===== src/rtl/dmahg_pkg.sv =====
package dmahg_pkg;
    typedef enum logic [1:0] {
        ST_IDLE  = 2'd0,
        ST_GRANT = 2'd1,
        ST_READ  = 2'd2,
        ST_WRITE = 2'd3
    } unit_st_e;
endpackage


===== src/rtl/dmahg_req_hold.sv =====
module dmahg_req_hold (
    input  logic clk,
    input  logic rst_n,
    input  logic req_i,
    input  logic take_i,
    input  logic instr_done_i,
    input  logic instr_hold_i,
    output logic pend_o,
    output logic slot_o
);
    logic pend_d, pend_q;

    always_comb begin
        // a fresh pulse in the service cycle is a new request
        pend_d = (pend_q & ~take_i) | req_i;
        slot_o = instr_done_i & ~instr_hold_i;
        pend_o = pend_q;
    end

    always_ff @(posedge clk) begin
        if (!rst_n) pend_q <= 1'b0;
        else        pend_q <= pend_d;
    end
endmodule


===== src/rtl/dmahg_win_chk.sv =====
module dmahg_win_chk #(
    parameter int            AW      = 20,
    parameter logic [AW-1:0] WIN_TOP = 20'hFFEDF
) (
    input  logic [AW-1:0] addr_i,
    input  logic [AW-1:0] lo_i,
    input  logic          word_i,
    output logic          in_win_o
);
    logic [AW:0] last_byte;

    always_comb begin
        last_byte = {1'b0, addr_i} + (AW+1)'(word_i);
        in_win_o  = (addr_i >= lo_i) && (last_byte <= {1'b0, WIN_TOP});
    end
endmodule


===== src/rtl/dmahg_flash_wait.sv =====
module dmahg_flash_wait #(
    parameter int WAIT_CYC = 3
) (
    input  logic clk,
    input  logic rst_n,
    input  logic start_i,
    input  logic instr_done_i,
    input  logic flash_rd_i,
    output logic wait_o
);
    localparam int WW = $clog2(WAIT_CYC + 1);

    typedef struct packed {
        logic [1:0]    idx;
        logic [WW-1:0] wcnt;
    } fw_t;

    fw_t d, q;

    always_comb begin
        d = q;
        if (q.wcnt != '0) d.wcnt = q.wcnt - WW'(1);
        if (start_i) begin
            d.idx = 2'd1;
        end else if (q.idx == 2'd2 && flash_rd_i) begin
            d.idx  = 2'd0;
            d.wcnt = WW'(WAIT_CYC);
        end else if (instr_done_i && q.idx != 2'd0) begin
            d.idx = (q.idx == 2'd1) ? 2'd2 : 2'd0;
        end
        wait_o = (q.wcnt != '0);
    end

    always_ff @(posedge clk) begin
        if (!rst_n) q <= '0;
        else        q <= d;
    end
endmodule


===== src/rtl/dma_hold_guard.sv =====
module dma_hold_guard
    import dmahg_pkg::*;
#(
    parameter int            AW       = 20,
    parameter int            DW       = 16,
    parameter int            CW       = 16,
    parameter logic [AW-1:0] WIN_TOP  = 20'hFFEDF,
    parameter logic [DW-1:0] FILL_VAL = 16'hA5A5,
    parameter int            WAIT_CYC = 3
) (
    input  logic          clk,
    input  logic          rst_n,
    input  logic          cfg_load,
    input  logic          cfg_en,
    input  logic          cfg_ram2per,
    input  logic          cfg_word,
    input  logic [AW-1:0] cfg_ram_addr,
    input  logic [AW-1:0] cfg_per_addr,
    input  logic [CW-1:0] cfg_count,
    input  logic [AW-1:0] cfg_win_lo,
    input  logic          dma_req,
    input  logic          cpu_instr_done,
    input  logic          cpu_instr_hold,
    input  logic          cpu_flash_rd,
    output logic          cpu_wait,
    output logic          bus_req,
    input  logic          bus_gnt,
    output logic          mem_rd,
    output logic          mem_wr,
    output logic          mem_word,
    output logic [AW-1:0] mem_addr,
    output logic [DW-1:0] mem_wdata,
    input  logic [DW-1:0] mem_rdata,
    output logic          xfer_done,
    output logic          win_err
);
    localparam int          BW     = 8;
    localparam logic [AW-1:0] STEP_B = AW'(1);
    localparam logic [AW-1:0] STEP_W = AW'(DW / BW);

    typedef struct packed {
        unit_st_e      st;
        logic [AW-1:0] ram_a;
        logic [AW-1:0] per_a;
        logic [AW-1:0] win_lo;
        logic [CW-1:0] cnt;
        logic          r2p;
        logic          word;
        logic          in_win;
        logic [DW-1:0] data;
        logic          err;
        logic          done;
    } seq_t;

    seq_t d, q;
    logic pend, slot, unit_go, win_ok;
    logic dir_r2p_w;

    assign dir_r2p_w = q.r2p;

    assign unit_go = (q.st == ST_IDLE) && !cfg_load && pend && slot
                     && cfg_en && (q.cnt != '0);

    dmahg_req_hold u_hold (
        .clk          (clk),
        .rst_n        (rst_n),
        .req_i        (dma_req),
        .take_i       (unit_go),
        .instr_done_i (cpu_instr_done),
        .instr_hold_i (cpu_instr_hold),
        .pend_o       (pend),
        .slot_o       (slot)
    );

    dmahg_win_chk #(.AW(AW), .WIN_TOP(WIN_TOP)) u_win (
        .addr_i   (q.ram_a),
        .lo_i     (q.win_lo),
        .word_i   (q.word),
        .in_win_o (win_ok)
    );

    dmahg_flash_wait #(.WAIT_CYC(WAIT_CYC)) u_fwait (
        .clk          (clk),
        .rst_n        (rst_n),
        .start_i      (unit_go),
        .instr_done_i (cpu_instr_done),
        .flash_rd_i   (cpu_flash_rd),
        .wait_o       (cpu_wait)
    );

    always_comb begin
        d         = q;
        d.done    = 1'b0;
        bus_req   = 1'b0;
        mem_rd    = 1'b0;
        mem_wr    = 1'b0;
        mem_word  = q.word;
        mem_addr  = '0;
        mem_wdata = q.data;
        unique case (q.st)
            ST_IDLE: begin
                if (cfg_load) begin
                    d.ram_a  = cfg_ram_addr;
                    d.per_a  = cfg_per_addr;
                    d.win_lo = cfg_win_lo;
                    d.cnt    = cfg_count;
                    d.r2p    = cfg_ram2per;
                    d.word   = cfg_word;
                    d.err    = 1'b0;
                end else if (unit_go) begin
                    d.st     = ST_GRANT;
                    d.in_win = win_ok;
                end
            end
            ST_GRANT: begin
                bus_req = 1'b1;
                if (bus_gnt) d.st = ST_READ;
            end
            ST_READ: begin
                bus_req  = 1'b1;
                mem_addr = q.r2p ? q.ram_a : q.per_a;
                if (q.r2p && !q.in_win) begin
                    d.data = FILL_VAL;
                    d.err  = 1'b1;
                end else begin
                    mem_rd = 1'b1;
                    d.data = q.word ? mem_rdata
                                    : {{(DW-BW){1'b0}}, mem_rdata[BW-1:0]};
                end
                d.st = ST_WRITE;
            end
            ST_WRITE: begin
                bus_req  = 1'b1;
                mem_addr = q.r2p ? q.per_a : q.ram_a;
                mem_wr   = q.r2p || q.in_win;
                d.ram_a  = q.ram_a + (q.word ? STEP_W : STEP_B);
                d.cnt    = q.cnt - CW'(1);
                d.done   = (q.cnt == CW'(1));
                d.st     = ST_IDLE;
            end
            default: d.st = ST_IDLE;
        endcase
    end

    always_ff @(posedge clk) begin
        if (!rst_n) q <= '0;
        else        q <= d;
    end

    assign xfer_done = q.done;
    assign win_err   = q.err;
endmodule


===== config.mk =====
export PLATFORM = sky130hd
export DESIGN_NAME = dma_hold_guard
export DESIGN_NICKNAME = d
export VERILOG_FILES = /design/src/rtl/dmahg_pkg.sv /design/src/rtl/dmahg_req_hold.sv /design/src/rtl/dmahg_win_chk.sv /design/src/rtl/dmahg_flash_wait.sv /design/src/rtl/dma_hold_guard.sv
export SDC_FILE = /design/constraint.sdc
export NUM_CORES = 1
export LEC_CHECK = 0
export ABC_AREA = 0
export CAP_MARGIN = 20
export CORE_UTILIZATION = 46
export DETAILED_ROUTE_END_ITERATION = 12
export PLACE_DENSITY_LB_ADDON = 0.05
export SLEW_MARGIN = 5
export SYNTH_ARGS = -nofsm -noshare
export SYNTH_HDL_FRONTEND = slang
export SYNTH_SLANG_ARGS = --single-unit

===== constraint.sdc =====
create_clock -name clk -period 2.47 [get_ports clk]
set_clock_uncertainty 0.05 [all_clocks]
set_input_delay 0.494 -clock clk [delete_from_list [all_inputs] [get_ports clk]]
set_output_delay 0.494 -clock clk [all_outputs]
set_load 0.03 [all_outputs]

; Word-level counts from Yosys, hierarchy flattened
; Index checks and enable logic that the tools add are counted.
[classes]
n_mux = 27
eq_ne = 11
n_bitwise = 7
addsub = 4
magnitude_cmp = 2
reduce_logical = 27
[op_table]
columns = cell, count
row1 = $pmux W20 S2, 2
row2 = $mux W78, 1
row3 = $mux W20, 2
row4 = $mux W16, 2
row5 = $pmux W16 S2, 1
row6 = $add A20 B1 Y21, 1
row7 = $le A21 B20 Y1 const B, 1
row8 = $add A20 B2 Y20, 1
row9 = $ge A20 B20 Y1, 1
row10 = $eq A16 B1 Y1 const B, 1
row11 = $mux W2, 8
row12 = $reduce_bool A16 Y1, 1
row13 = $sub A16 B1 Y16 const B, 1
row14 = $logic_and A1 B1 Y1, 9
row15 = $mux W1, 9
row16 = $reduce_and A3 Y1, 3
row17 = $ne A2 B2 Y1 const B, 4
row18 = $pmux W2 S4, 1
row19 = $reduce_bool A2 Y1, 4
row20 = $eq A2 B2 Y1 const B, 3
row21 = $reduce_and A2 Y1, 3
row22 = $reduce_or A3 Y1, 2
row23 = $eq A2 B1 Y1 const B, 2
row24 = $not A1 Y1, 4
row25 = 9 further kinds, 11
[totals]
in_bits = 103
elab_cells = 93
output_inout_bits = 43
ff_bits = 104

; Depth between registers and ports, before layout
; Gate-level depths: netlist of run 1.
[depth]
ltp_word = 9
depth_mapped = 11
mapped_depth_nobuf = 10

; Modules after synthesis
; From an unflattened synthesis of run 1, not the netlist that was laid out.
[hier_totals]
hier_cells = 817
area_unflattened_um2 = 6424.9
[by_module_without_submodules]
columns = mod, seq_area_each_um2, cells_each, instances, area_each_um2
row1 = dma_hold_guard, 1981.9, 668, 1, 5266.3
row2 = dmahg_win_chk, 0.0, 128, 1, 942.2
row3 = dmahg_flash_wait, 80.1, 17, 1, 168.9
row4 = dmahg_req_hold, 20.0, 4, 1, 47.5

; Least setup slack after synthesis of run 1
; No wires, ideal clock.
[synth_path]
path_kind = register to register
startpoint = register q (netlist bit mem_word)
endpoint = register q[93] in the netlist's numbering
period_less_slack_ns = 2.866
arrival_ns = 2.698
setup_ns = 0.119
slack_ns = -0.396
stages_incl_launch_ff = 9
n_path_buf = 1
required_ns = 2.301
cell_sequence = dfxtp_1 > clkbuf_1 > inv_1 > fa_1 > nand3b_1 > nand2b_1 > nor4_1 > a41oi_1 > o221a_2
[synth_via]
elab_chain_len = 3
[synth_rtl]
columns = item, line
row1 = "start, declared", dma_hold_guard.sv:55  ; seq_t d, q;
row2 = "start signal, assigned", dma_hold_guard.sv:146  ; if (!rst_n) q <= '0;
row3 = "start signal, assigned", dma_hold_guard.sv:147  ; else q <= d;
row4 = $mux W2, dma_hold_guard.sv:136  ; d.ram_a = q.ram_a + (q.word ? STEP_W : STEP_B);
row5 = $add A20 B2 Y20, dma_hold_guard.sv:136
row6 = $pmux W20 S2, dma_hold_guard.sv:100  ; unique case (q.st)
; No other way between the ends.
; A chain may end at the register's enable or synchronous reset.

; Final worst setup path of run 1
; Ends and elaborated chain as after synthesis.

==> results of run 1 <==
## area by class of cell
cell class	count	area share, %
Tap cell	172	2.65
Timing Repair Buffer	189	21.6
Multi-Input combinational cell	561	44.3
Clock buffer	10	2.94
Inverter	41	1.94
Sequential cell	104	25.7
Clock inverter	6	0.832
## report_power, final
| group | switching, mW | internal (mW) | total [mW] |
|---|---|---|---|
| clock | 0.679 | 0.818 | 1.50 |
| sequential | 0.193 | 1.87 | 2.06 |
| combinational | 0.940 | 0.753 | 1.69 |
## state kept, by name, indices dropped and copies added, names as in the netlist
signal / count
win_err: 1
mem_wdata: 16
u_fwait.q: 4
q: 79
u_hold.pend_o: 1
mem_word: 1
dir_r2p_w: 1
xfer_done: 1
## synthesized netlist by cell type (6+ instances only)
| cell | n | area [sq um] |
|---|---|---|
| sky130_fd_sc_hd__nand2_1 | 122 | 458 |
| sky130_fd_sc_hd__o21ai_0 | 41 | 205 |
| sky130_fd_sc_hd__nor3_1 | 12 | 60.1 |
| sky130_fd_sc_hd__nor2_1 | 45 | 169 |
| sky130_fd_sc_hd__mux2i_1 | 42 | 420 |
| sky130_fd_sc_hd__o221a_2 | 9 | 101 |
| sky130_fd_sc_hd__a211oi_1 | 6 | 45.0 |
| sky130_fd_sc_hd__nor2b_1 | 12 | 75.1 |
| sky130_fd_sc_hd__ha_1 | 31 | 388 |
| sky130_fd_sc_hd__a31oi_1 | 7 | 43.8 |
| sky130_fd_sc_hd__buf_1 | 7 | 26.3 |
| sky130_fd_sc_hd__o22ai_1 | 24 | 150 |
| sky130_fd_sc_hd__dfxtp_1 | 104 | 2080 |
| sky130_fd_sc_hd__a21oi_1 | 54 | 270 |
| sky130_fd_sc_hd__buf_4 | 16 | 120 |
| sky130_fd_sc_hd__nand3_1 | 20 | 100 |
| sky130_fd_sc_hd__and2_1 | 6 | 37.5 |
| sky130_fd_sc_hd__clkbuf_1 | 44 | 165 |
| sky130_fd_sc_hd__a22oi_1 | 6 | 45.0 |
| sky130_fd_sc_hd__inv_1 | 40 | 150 |
| sky130_fd_sc_hd__a21boi_0 | 40 | 300 |
| sky130_fd_sc_hd__o221ai_1 | 6 | 52.6 |
| sky130_fd_sc_hd__nand4_1 | 6 | 37.5 |
## timing repair
| action | 4_1_cts | 5_1_grt |
|---|---|---|
| setup buffers | 0 | 4 |
| resized for setup | 1 | 12 |
| gates cloned | 0 | 0 |
| pin swaps | 0 | 2 |
| setup endpoints to repair | 1 | 21 |
## worst min-delay path by stage
stage,startpoint,to,cells past startpoint
after floorplan,q[56]$_SDFFE_PN0P_,q[56]$_SDFFE_PN0P_,2
after global placement,u_fwait.q[1]$_SDFF_PN0_,u_fwait.q[1]$_SDFF_PN0_,2
after detailed placement,q[47]$_SDFFE_PN0P_,q[47]$_SDFFE_PN0P_,2
after CTS,q[51]$_SDFFE_PN0P_,q[51]$_SDFFE_PN0P_,2
after global routing,q[51]$_SDFFE_PN0P_,q[51]$_SDFFE_PN0P_,2
final,q[47]$_SDFFE_PN0P_,q[47]$_SDFFE_PN0P_,2
## critical path, delay by kind of cell, from the launching register on
family	cells	cell delay [ps]
AND/OR/NAND/NOR	3	790
adder cells (fa/ha/maj)	2	510
AO/OA/AOI/OAI	2	440
flip-flops	1	340
buffers and inverters	2	140
## metal layers
metal | GRT usage, % | part of all wire, % | up-vias
met3 | 6.08 | 7.3 | 36
li1 | - | - | 3004
met4 | 9.62 | 2.1 | 0
met5 | 0 | 0 | -
met1 | 36.1 | 45 | 2839
met2 | 44.6 | 45 | 241
## metrics by stage
stage | hold WS [ps] | setup TNS (ps)
global route | 441 | -1.98
finish | 414 | 0
global placement | 403 | 0
detailed placement | 407 | 0
CTS | 417 | 0
floorplan | 386 | 0
## cells by family after synthesis
| logic type | Yosys count | share of synthesized area [%] |
|---|---|---|
| xor+xnor | 2 | 0.287 |
| flops | 104 | 34.1 |
| compound gates | 225 | 24.3 |
| buf+inv | 109 | 7.71 |
| mux | 42 | 6.89 |
| simple gates | 260 | 20.0 |
| fa+ha+maj | 32 | 6.68 |
==> flow_metrics.py, run 1 <==
metrics = {
    "run_status": {
        "outcome": "finished, final reports clean",
    },
    "layout": {
        "diodes": 0,
        "seq_area_sq_um": 2090,
        "final_design_area_no_fill_sq_um": 8120,
        "finish.net_count": 1041,
        "layout.cells.non_filler": 1083,
        "layout_overhead_on_the_synthesized_area_pct": 33.1,
        "multi_input_logic_area_sq_um": 3600,
        "postLayoutCoreUtil_pct": 63.6,
        "final_common_cell": "sky130_fd_sc_hd__nand2_1",
        "post_route_cells_drive_above_1_share_pct": 12.8,
        "nFillCells": 1129,
        "most-common-layout-cells": "sky130_fd_sc_hd__nand2_1, sky130_fd_sc_hd__clkdlybuf4s50_1, sky130_fd_sc_hd__dfxtp_1, sky130_fd_sc_hd__buf_4, sky130_fd_sc_hd__a21oi_1",
    },
    "setup_path": {
        "startpoint_class_of_the_critical_path": "flop",
        "critical_path.endpoint_type": "flop",
        "cp_cell_sequence": "inv_2 > ha_1 > inv_1 > fa_2 > nand3b_1 > nand2b_4 > nor4_4 > a41oi_1 > o221a_2",
        "timing.critical_path.from": "mem_word$_SDFFE_PN0P_",
        "rr_worst_depth": 9,
        "regToRegStartpoint": "mem_word$_SDFFE_PN0P_",
        "timing.critical_path.required_ps": 2670,
        "r2r_setup_slack_ps": 100,
        "worst_ep_arrival_time_ps": 2570,
        "cp_slowest_cell": "sky130_fd_sc_hd__nor4_4",
        "cpPeakStageDelay_ps": 410,
        "worst-setup-path-type": "reg2reg",
        "timing.rr.end": "q[93]$_SDFFE_PN0P_",
        "worstPathMaxFanout": 5,
        "setup.worst_path.end": "q[93]$_SDFFE_PN0P_",
    },
    "global_route": {
        "globalRouteTotalUtil_pct": 27.5,
        "first_global_vias": 5710,
        "grt_antenna_before_repair": 0,
        "global_route_wire_length_before_repair_um": 28700,
        "grt_max_degree": 73,
        "grt_remaining_overflow": 0,
    },
    "placement": {
        "buffer_ports.inserted": 145,
        "place_ws_ps": 85.0,
        "detailed_place.area_sq_um": 7750,
        "dp.final_hpwl_um": 13500,
        "place.gp.congestion": 0.910,
        "cell_count_after_placement": 1063,
    },
    "logic_synthesis": {
        "synth_async_sr_flop_share_pct": 0,
        "avgSynthCellArea_sq_um": 7.89,
        "ys.flop_type": "sky130_fd_sc_hd__dfxtp_1",
        "post_synth_instance_area_sq_um": 6100,
        "post_synth_edffs": 0,
        "synth-seq-area-share_pct": 34.1,
        "yosys_register_bits": 104,
        "syn-num-nets": 909,
        "synthCells": 774,
        "synthesis.yosys.warnings": 0,
        "yosys.cell_types.count": 62,
    },
    "floorplan": {
        "floorplan.die.width_um": 117,
        "floorplan.initialDensity_pct": 47.8,
        "top_level_ports": 146,
        "row_count": 41,
        "core_sq_um": 12800,
        "fp.dieArea_sq_um": 13700,
        "dieHeight_um": 117,
    },
    "power_and_ir_drop": {
        "power.static_leakage_nw": 3.08,
        "fin_total_pwr_mw": 5.25,
        "power.ir.vdd_worst_mv": 0.339,
        "power-per-cell-area_nw_per_um2": 646,
    },
    "cts": {
        "ctsRootBufferMaster": "sky130_fd_sc_hd__clkbuf_16",
        "cts.sinks": 104,
        "cts-htree-levels": 3,
        "tritoncts.num_buffers": 9,
        "cts_buffer_depth": 2,
        "clock_pin_slew_reported_for_the_worst_setup_and_hold_paths_after_clock_tree_synthesis_ps": 70,
        "worst_skew_pair.late_latency_ps": 360,
        "cts_tree": "done",
        "cts_hold_buffers": 0,
    },
    "route": {
        "dr.pass1.iters": 7,
        "viasPerCell": 5.65,
        "drc": 0,
        "detail_route.wirelength_um": 18700,
        "antenna_violating_nets_post_route": 0,
        "detail_route.iter0.violations": 593,
        "routedWlPerCell_um": 17.3,
        "dr_total_vias": 6120,
    },
    "timing": {
        "worst_rel_slew_slack_pct": 46.7,
        "fin_ws_ps": 97.1,
        "period_share_pct": 96.1,
        "tightest_slew_ps": 799,
        "slew_violations": 0,
        "fmaxAchievable_ghz": 0.421,
        "hold_violations": 0,
        "setup_violations": 0,
        "timing.final.crit_period_ps": 2370,
    },
    "job": {
        "cap_violations": 0,
    },
    "min_path": {
        "holdCritPathClass": "reg2reg",
    },
}
Note: power is estimated with default switching activity, not from simulation.
==> inputs of run 2 (changes only) <==
--- a/config.mk
+++ b/config.mk
@@ -7,7 +7,7 @@
 export LEC_CHECK = 0
 export ABC_AREA = 0
 export CAP_MARGIN = 20
-export CORE_UTILIZATION = 46
+export CORE_UTILIZATION = 54
 export DETAILED_ROUTE_END_ITERATION = 12
 export PLACE_DENSITY_LB_ADDON = 0.05
 export SLEW_MARGIN = 5
==> constraint.sdc (replaced) <==
create_clock -name clk -period 2.9 [get_ports clk]
set_clock_uncertainty 0.05 [all_clocks]
set_input_delay 0.58 -clock clk [delete_from_list [all_inputs] [get_ports clk]]
set_output_delay 0.58 -clock clk [all_outputs]
set_load 0.03 [all_outputs]
==> run 2 against run 1 <==
Via count grew 1.1%. Critical endpoint is now mem_addr[19]. Hold slack improved by 1.5 ps. Power fell by 16%. Critical path type is now reg2out. Combinational power decreased by 20%. Sequential power fell by 14%. Core utilization up 7.9 points. Final cell count decreased by 5.2%. Sequential share of layout area increased by 0.94 points. Critical path depth is 4 lower.
==> flow_metrics.py, run 2 (synthesis results as in run 1) <==
metrics = {
    "timing": {
        "grt_setup_unrepaired": "false",
        "timing.final.crit_period_ps": 2690,
        "tightest_slew_ps": 879,
        "worst_rel_slew_slack_pct": 41.3,
        "fmaxAchievable_ghz": 0.371,
        "setup_violations": 0,
        "slew_violations": 0,
        "hold_violations": 0,
        "setup_total_negative_slack_ps": 0,
        "period_share_pct": 92.9,
        "fin_hold_ws_ps": 415,
    },
    "setup_path": {
        "cp_top_family": "buffers and inverters",
        "worstPathMaxFanout": 34,
        "critPathBufInv": 3,
        "cp_slowest_cell": "sky130_fd_sc_hd__inv_1",
        "timing.critical_path.required_ps": 2270,
        "worst_ep_arrival_time_ps": 2060,
        "startpoint_class_of_the_critical_path": "flop",
        "critical_path.endpoint_type": "output pin",
        "worst-setup-path-type": "reg2out",
        "cpPeakStageDelay_ps": 520,
        "cp_cell_sequence": "ha_1 > inv_1 > buf_12 > o22ai_1 > buf_4",
    },
    "cts": {
        "cts.sinks": 104,
        "cts_hold_buffers": 0,
        "ctsRootBufferMaster": "sky130_fd_sc_hd__clkbuf_16",
        "cts-htree-levels": 3,
        "worst_skew_pair.late_latency_ps": 360,
        "clock_pin_slew_reported_for_the_worst_setup_and_hold_paths_after_clock_tree_synthesis_ps": 70,
        "tritoncts.num_buffers": 9,
        "cts_tree": "done",
        "cts_buffer_depth": 2,
    },
    "route": {
        "antenna_violating_nets_post_route": 0,
        "drc": 0,
        "dr_total_vias": 6186,
        "detail_route.iter0.violations": 481,
        "dr.pass1.iters": 6,
        "detail_route.wirelength_um": 18300,
        "routedWlPerCell_um": 17.8,
        "viasPerCell": 6.02,
    },
    "global_route": {
        "globalRouteTotalUtil_pct": 31.4,
        "grt_max_degree": 49,
        "first_global_vias": 5628,
        "grt_remaining_overflow": 0,
        "global_route_wire_length_before_repair_um": 28500,
        "grt_antenna_before_repair": 0,
    },
    "layout": {
        "largest_register_by_flop_count": "q",
        "seq_area_sq_um": 2080,
        "most-common-layout-cells": "sky130_fd_sc_hd__nand2_1, sky130_fd_sc_hd__clkdlybuf4s50_1, sky130_fd_sc_hd__dfxtp_1, sky130_fd_sc_hd__a21oi_1, sky130_fd_sc_hd__nor2_1",
        "post_route_cells_drive_above_1_share_pct": 8.79,
        "final_design_area_no_fill_sq_um": 7820,
        "nFillCells": 892,
        "multi_input_logic_area_sq_um": 3550,
        "layout_overhead_on_the_synthesized_area_pct": 28.2,
        "diodes": 0,
        "number_of_flip_flops_under_the_largest_register_name": 79,
        "finish.net_count": 1017,
    },
    "floorplan": {
        "top_level_ports": 146,
        "fp.dieArea_sq_um": 11700,
        "floorplan.die.width_um": 108,
        "core_sq_um": 10900,
        "floorplan.initialDensity_pct": 55.8,
        "dieHeight_um": 108,
        "row_count": 38,
    },
    "run_status": {
        "outcome": "finished, final reports clean",
    },
    "power_and_ir_drop": {
        "power.ir.vdd_worst_mv": 0.512,
        "power-per-cell-area_nw_per_um2": 561,
        "power.static_leakage_nw": 2.93,
    },
    "placement": {
        "buffer_ports.inserted": 145,
        "detailed_place.area_sq_um": 7520,
        "dp.final_hpwl_um": 12700,
        "place.gp.congestion": 0.903,
    },
    "min_path": {
        "holdCritPathClass": "reg2reg",
    },
    "job": {
        "cap_violations": 0,
    },
}
-- run 2: layer usage --
metal	up-vias	global-route usage (%)	wire, um
met5	-	0	0
met4	0	9.36	326
met3	34	6.63	1500
met2	275	51.3	8550
met1	2922	41.6	7900
li1	2955	-	-
-- run 2: area by class of cell --
class                           instances  share of cell area, %
Tap cell                              140                   2.24
Inverter                               41                   1.97
Multi-Input combinational cell        561                   45.4
Clock buffer                           14                   3.37
Timing Repair Buffer                  165                   19.9
Clock inverter                          2                  0.480
Sequential cell                       104                   26.6
-- run 2: final timing paths --
kind	slack, ps	to	startpoint	depth (start not counted)
max reg2reg	270	q[93]$_SDFFE_PN0P_	q[77]$_SDFFE_PN0P_	9
min reg2reg	420	q[48]$_SDFFE_PN0P_	q[48]$_SDFFE_PN0P_	2
max	210	mem_addr[19]	q[97]$_SDFFE_PN0P_	5
min	420	q[48]$_SDFFE_PN0P_	q[48]$_SDFFE_PN0P_	2
-- run 2: power breakdown --
part           switching (mW)  internal (mW)
Clock                   0.540          0.719
Sequential              0.188           1.59
Combinational           0.765          0.585
Total                    1.49           2.89
-- run 2: worst reg2reg max path: cells and delay by family, from the launching register on --
family / cells / cell delay [ps]
AO/OA/AOI/OAI: 2 / 420
adder cells (fa/ha/maj): 2 / 620
buffers and inverters: 2 / 230
flip-flops: 1 / 480
AND/OR/NAND/NOR: 3 / 730
-- run 2: timing repair --
item	in CTS	in global routing
gates resized for setup	0	2
setup endpoints to repair	0	1
setup buffers	0	0
-- run 2: through the flow --
stage / cells / power, mW / setup WS [ps] / util (%)
global placement: 1011 / 3.07 / 411 / 68.8
finish: 1027 / 4.39 / 207 / 71.5
CTS: 1027 / 4.38 / 63.9 / 71.5
global route: 1027 / 4.61 / 95.0 / 71.5
detailed placement: 1011 / 3.13 / 307 / 68.8
floorplan: 774 / 2.63 / 33.6 / -
==> inputs of run 3 (changes only) <==
--- a/config.mk
+++ b/config.mk
@@ -9,8 +9,8 @@
 export CAP_MARGIN = 20
 export CORE_UTILIZATION = 54
 export DETAILED_ROUTE_END_ITERATION = 12
-export PLACE_DENSITY_LB_ADDON = 0.05
-export SLEW_MARGIN = 5
+export PLACE_DENSITY = 0.95
+export SLEW_MARGIN = 20
 export SYNTH_ARGS = -nofsm -noshare
 export SYNTH_HDL_FRONTEND = slang
 export SYNTH_SLANG_ARGS = --single-unit
==> run 3 against run 2 <==
Hold slack worse by 0.61 ps. Flip-flop and latch count stayed put. Combinational power hardly changed. First-iteration DRC count up 27%. Cell area grew 0.40%. Die area stayed put. Core utilization grew 0.29 points. Critical path type unchanged.
==> flow_metrics.py, run 3 (synthesis results as in run 1) <==
metrics = {
    "job": {
        "cap_violations": 0,
    },
    "setup_path": {
        "timing.rr.end": "q[93]$_SDFFE_PN0P_",
        "r2r_setup_slack_ps": 280,
        "critical_path.endpoint_type": "output pin",
        "worst-setup-path-type": "reg2out",
        "timing.critical_path.from": "q[97]$_SDFFE_PN0P_",
        "timing.critical_path.required_ps": 2270,
        "worst_ep_arrival_time_ps": 2030,
        "setup.worst_path.end": "mem_addr[15]",
        "startpoint_class_of_the_critical_path": "flop",
        "regToRegStartpoint": "q[77]$_SDFFE_PN0P_",
        "rr_worst_depth": 9,
        "worstPathMaxFanout": 20,
    },
    "layout": {
        "seq_area_sq_um": 2080,
        "post_route_cells_drive_above_1_share_pct": 9.12,
        "multi_input_logic_area_sq_um": 3550,
        "diodes": 0,
        "largest_register_by_flop_count": "q",
        "final_design_area_no_fill_sq_um": 7850,
        "number_of_flip_flops_under_the_largest_register_name": 79,
        "layout_overhead_on_the_synthesized_area_pct": 28.7,
        "most-common-layout-cells": "sky130_fd_sc_hd__nand2_1, sky130_fd_sc_hd__clkdlybuf4s50_1, sky130_fd_sc_hd__dfxtp_1, sky130_fd_sc_hd__a21oi_1, sky130_fd_sc_hd__nor2_1",
        "finish.net_count": 1018,
        "nFillCells": 778,
    },
    "global_route": {
        "grt_antenna_before_repair": 0,
        "first_global_vias": 6144,
        "globalRouteTotalUtil_pct": 31.0,
        "grt_remaining_overflow": 0,
        "global_route_wire_length_before_repair_um": 28800,
        "grt_max_degree": 54,
    },
    "cts": {
        "tritoncts.num_buffers": 9,
        "worst_skew_pair.late_latency_ps": 340,
        "cts-htree-levels": 3,
        "ctsRootBufferMaster": "sky130_fd_sc_hd__clkbuf_16",
        "cts.sinks": 104,
        "clock_pin_slew_reported_for_the_worst_setup_and_hold_paths_after_clock_tree_synthesis_ps": 70,
        "cts_tree": "done",
        "cts_hold_buffers": 0,
        "post_cts_resize_count": 0,
        "post_cts_buffers": 0,
        "cts_buffer_depth": 2,
    },
    "floorplan": {
        "floorplan.initialDensity_pct": 55.8,
        "core_sq_um": 10900,
        "floorplan.die.width_um": 108,
        "dieHeight_um": 108,
        "top_level_ports": 146,
        "row_count": 38,
        "fp.dieArea_sq_um": 11700,
    },
    "timing": {
        "period_share_pct": 91.7,
        "tightest_slew_ps": 710,
        "setup_total_negative_slack_ps": 0,
        "hold_violations": 0,
        "fin_hold_ws_ps": 415,
        "slew_violations": 0,
        "timing.final.crit_period_ps": 2660,
        "worst_rel_slew_slack_pct": 52.6,
        "setup_violations": 0,
        "grt_setup_unrepaired": "false",
        "fmaxAchievable_ghz": 0.376,
    },
    "placement": {
        "place.gp.congestion": 0.900,
        "detailed_place.area_sq_um": 7530,
        "buffer_ports.inserted": 145,
        "dp.final_hpwl_um": 12400,
    },
    "min_path": {
        "holdCritPathClass": "reg2reg",
    },
    "power_and_ir_drop": {
        "power.switching_fraction_pct": 34.0,
        "combinationalPowerShare_pct": 30.1,
        "power-per-cell-area_nw_per_um2": 568,
        "power.share.sequential_pct": 40.1,
        "fin_total_pwr_mw": 4.46,
        "power.net_switching_mw": 1.52,
        "p_clk_share_pct": 29.8,
        "intPower_mw": 2.94,
        "power.static_leakage_nw": 2.95,
        "power.ir.vdd_worst_mv": 0.367,
    },
    "route": {
        "routedWlPerCell_um": 17.5,
        "detail_route.wirelength_um": 18000,
        "antenna_violating_nets_post_route": 0,
        "dr.pass1.iters": 8,
        "viasPerCell": 6.16,
        "drc": 0,
        "detail_route.iter0.violations": 609,
        "dr_total_vias": 6336,
    },
    "run_status": {
        "outcome": "finished, final reports clean",
    },
}
## run 3: cell count changes in the layout (fill, tap and decap cells not counted), sizes merged
cell | previous run | this run
inv | 41 | 44
clkinvlp | 1 | 0
clkinv | 0 | 2
bufinv | 1 | 2
buf | 43 | 44
clkbuf | 14 | 9
## run 3: stage by stage
stage / setup slack (ps) / cells / utilization, %
floorplan: 33.6 / 774 / -
global placement: 430 / 1012 / 68.8
detailed placement: 379 / 1012 / 68.8
CTS: 278 / 1028 / 71.8
global route: 157 / 1028 / 71.8
finish: 240 / 1028 / 71.8
## run 3: power groups by stage
stage          combinational [mW]  clock (mW)  sequential, mW
2_1_floorplan               0.889           0            1.74
3_3_place_gp                 1.25           0            1.79
3_5_place_dp                 1.30           0            1.81
4_1_cts                      1.32        1.33            1.78
5_1_grt                      1.48        1.40            1.81
6_report                     1.34        1.33            1.79
## run 3: cell type report
class / instances / share of cell area, %
multi-input cells: 561 / 45.3
flip-flops and latches: 104 / 26.5
repair buffers: 166 / 19.9
clock buffers: 9 / 2.87
well taps: 140 / 2.23
inverters: 41 / 1.96
clock inverters: 7 / 1.27
## run 3: how the worst min path moves through the flow
stage | cells past startpoint | startpoint | slack (ps) | end
CTS | 2 | q[48]$_SDFFE_PN0P_ | 420 | q[48]$_SDFFE_PN0P_
global route | 2 | q[48]$_SDFFE_PN0P_ | 440 | q[48]$_SDFFE_PN0P_
finish | 2 | q[48]$_SDFFE_PN0P_ | 410 | q[48]$_SDFFE_PN0P_
detailed placement | 2 | q[48]$_SDFFE_PN0P_ | 410 | q[48]$_SDFFE_PN0P_
global placement | 2 | q[49]$_SDFFE_PN0P_ | 400 | q[49]$_SDFFE_PN0P_
floorplan | 2 | q[56]$_SDFFE_PN0P_ | 390 | q[56]$_SDFFE_PN0P_
## run 3: per-layer routing
metal | track usage (%) | part of all wire, % | vias up
met3 | 5.42 | 8.9 | 79
met5 | 0 | 0 | -
li1 | - | - | 2952
met2 | 52.4 | 47 | 371
met4 | 14.1 | 3.9 | 0
met1 | 38.6 | 40 | 2934
## run 3: critical path: stages, from the launching register on
cell and delay [ps]:
sky130_fd_sc_hd__dfxtp_1 340, sky130_fd_sc_hd__ha_1 220, sky130_fd_sc_hd__inv_1 410, sky130_fd_sc_hd__buf_4 350, sky130_fd_sc_hd__o22ai_1 150, sky130_fd_sc_hd__buf_4 210
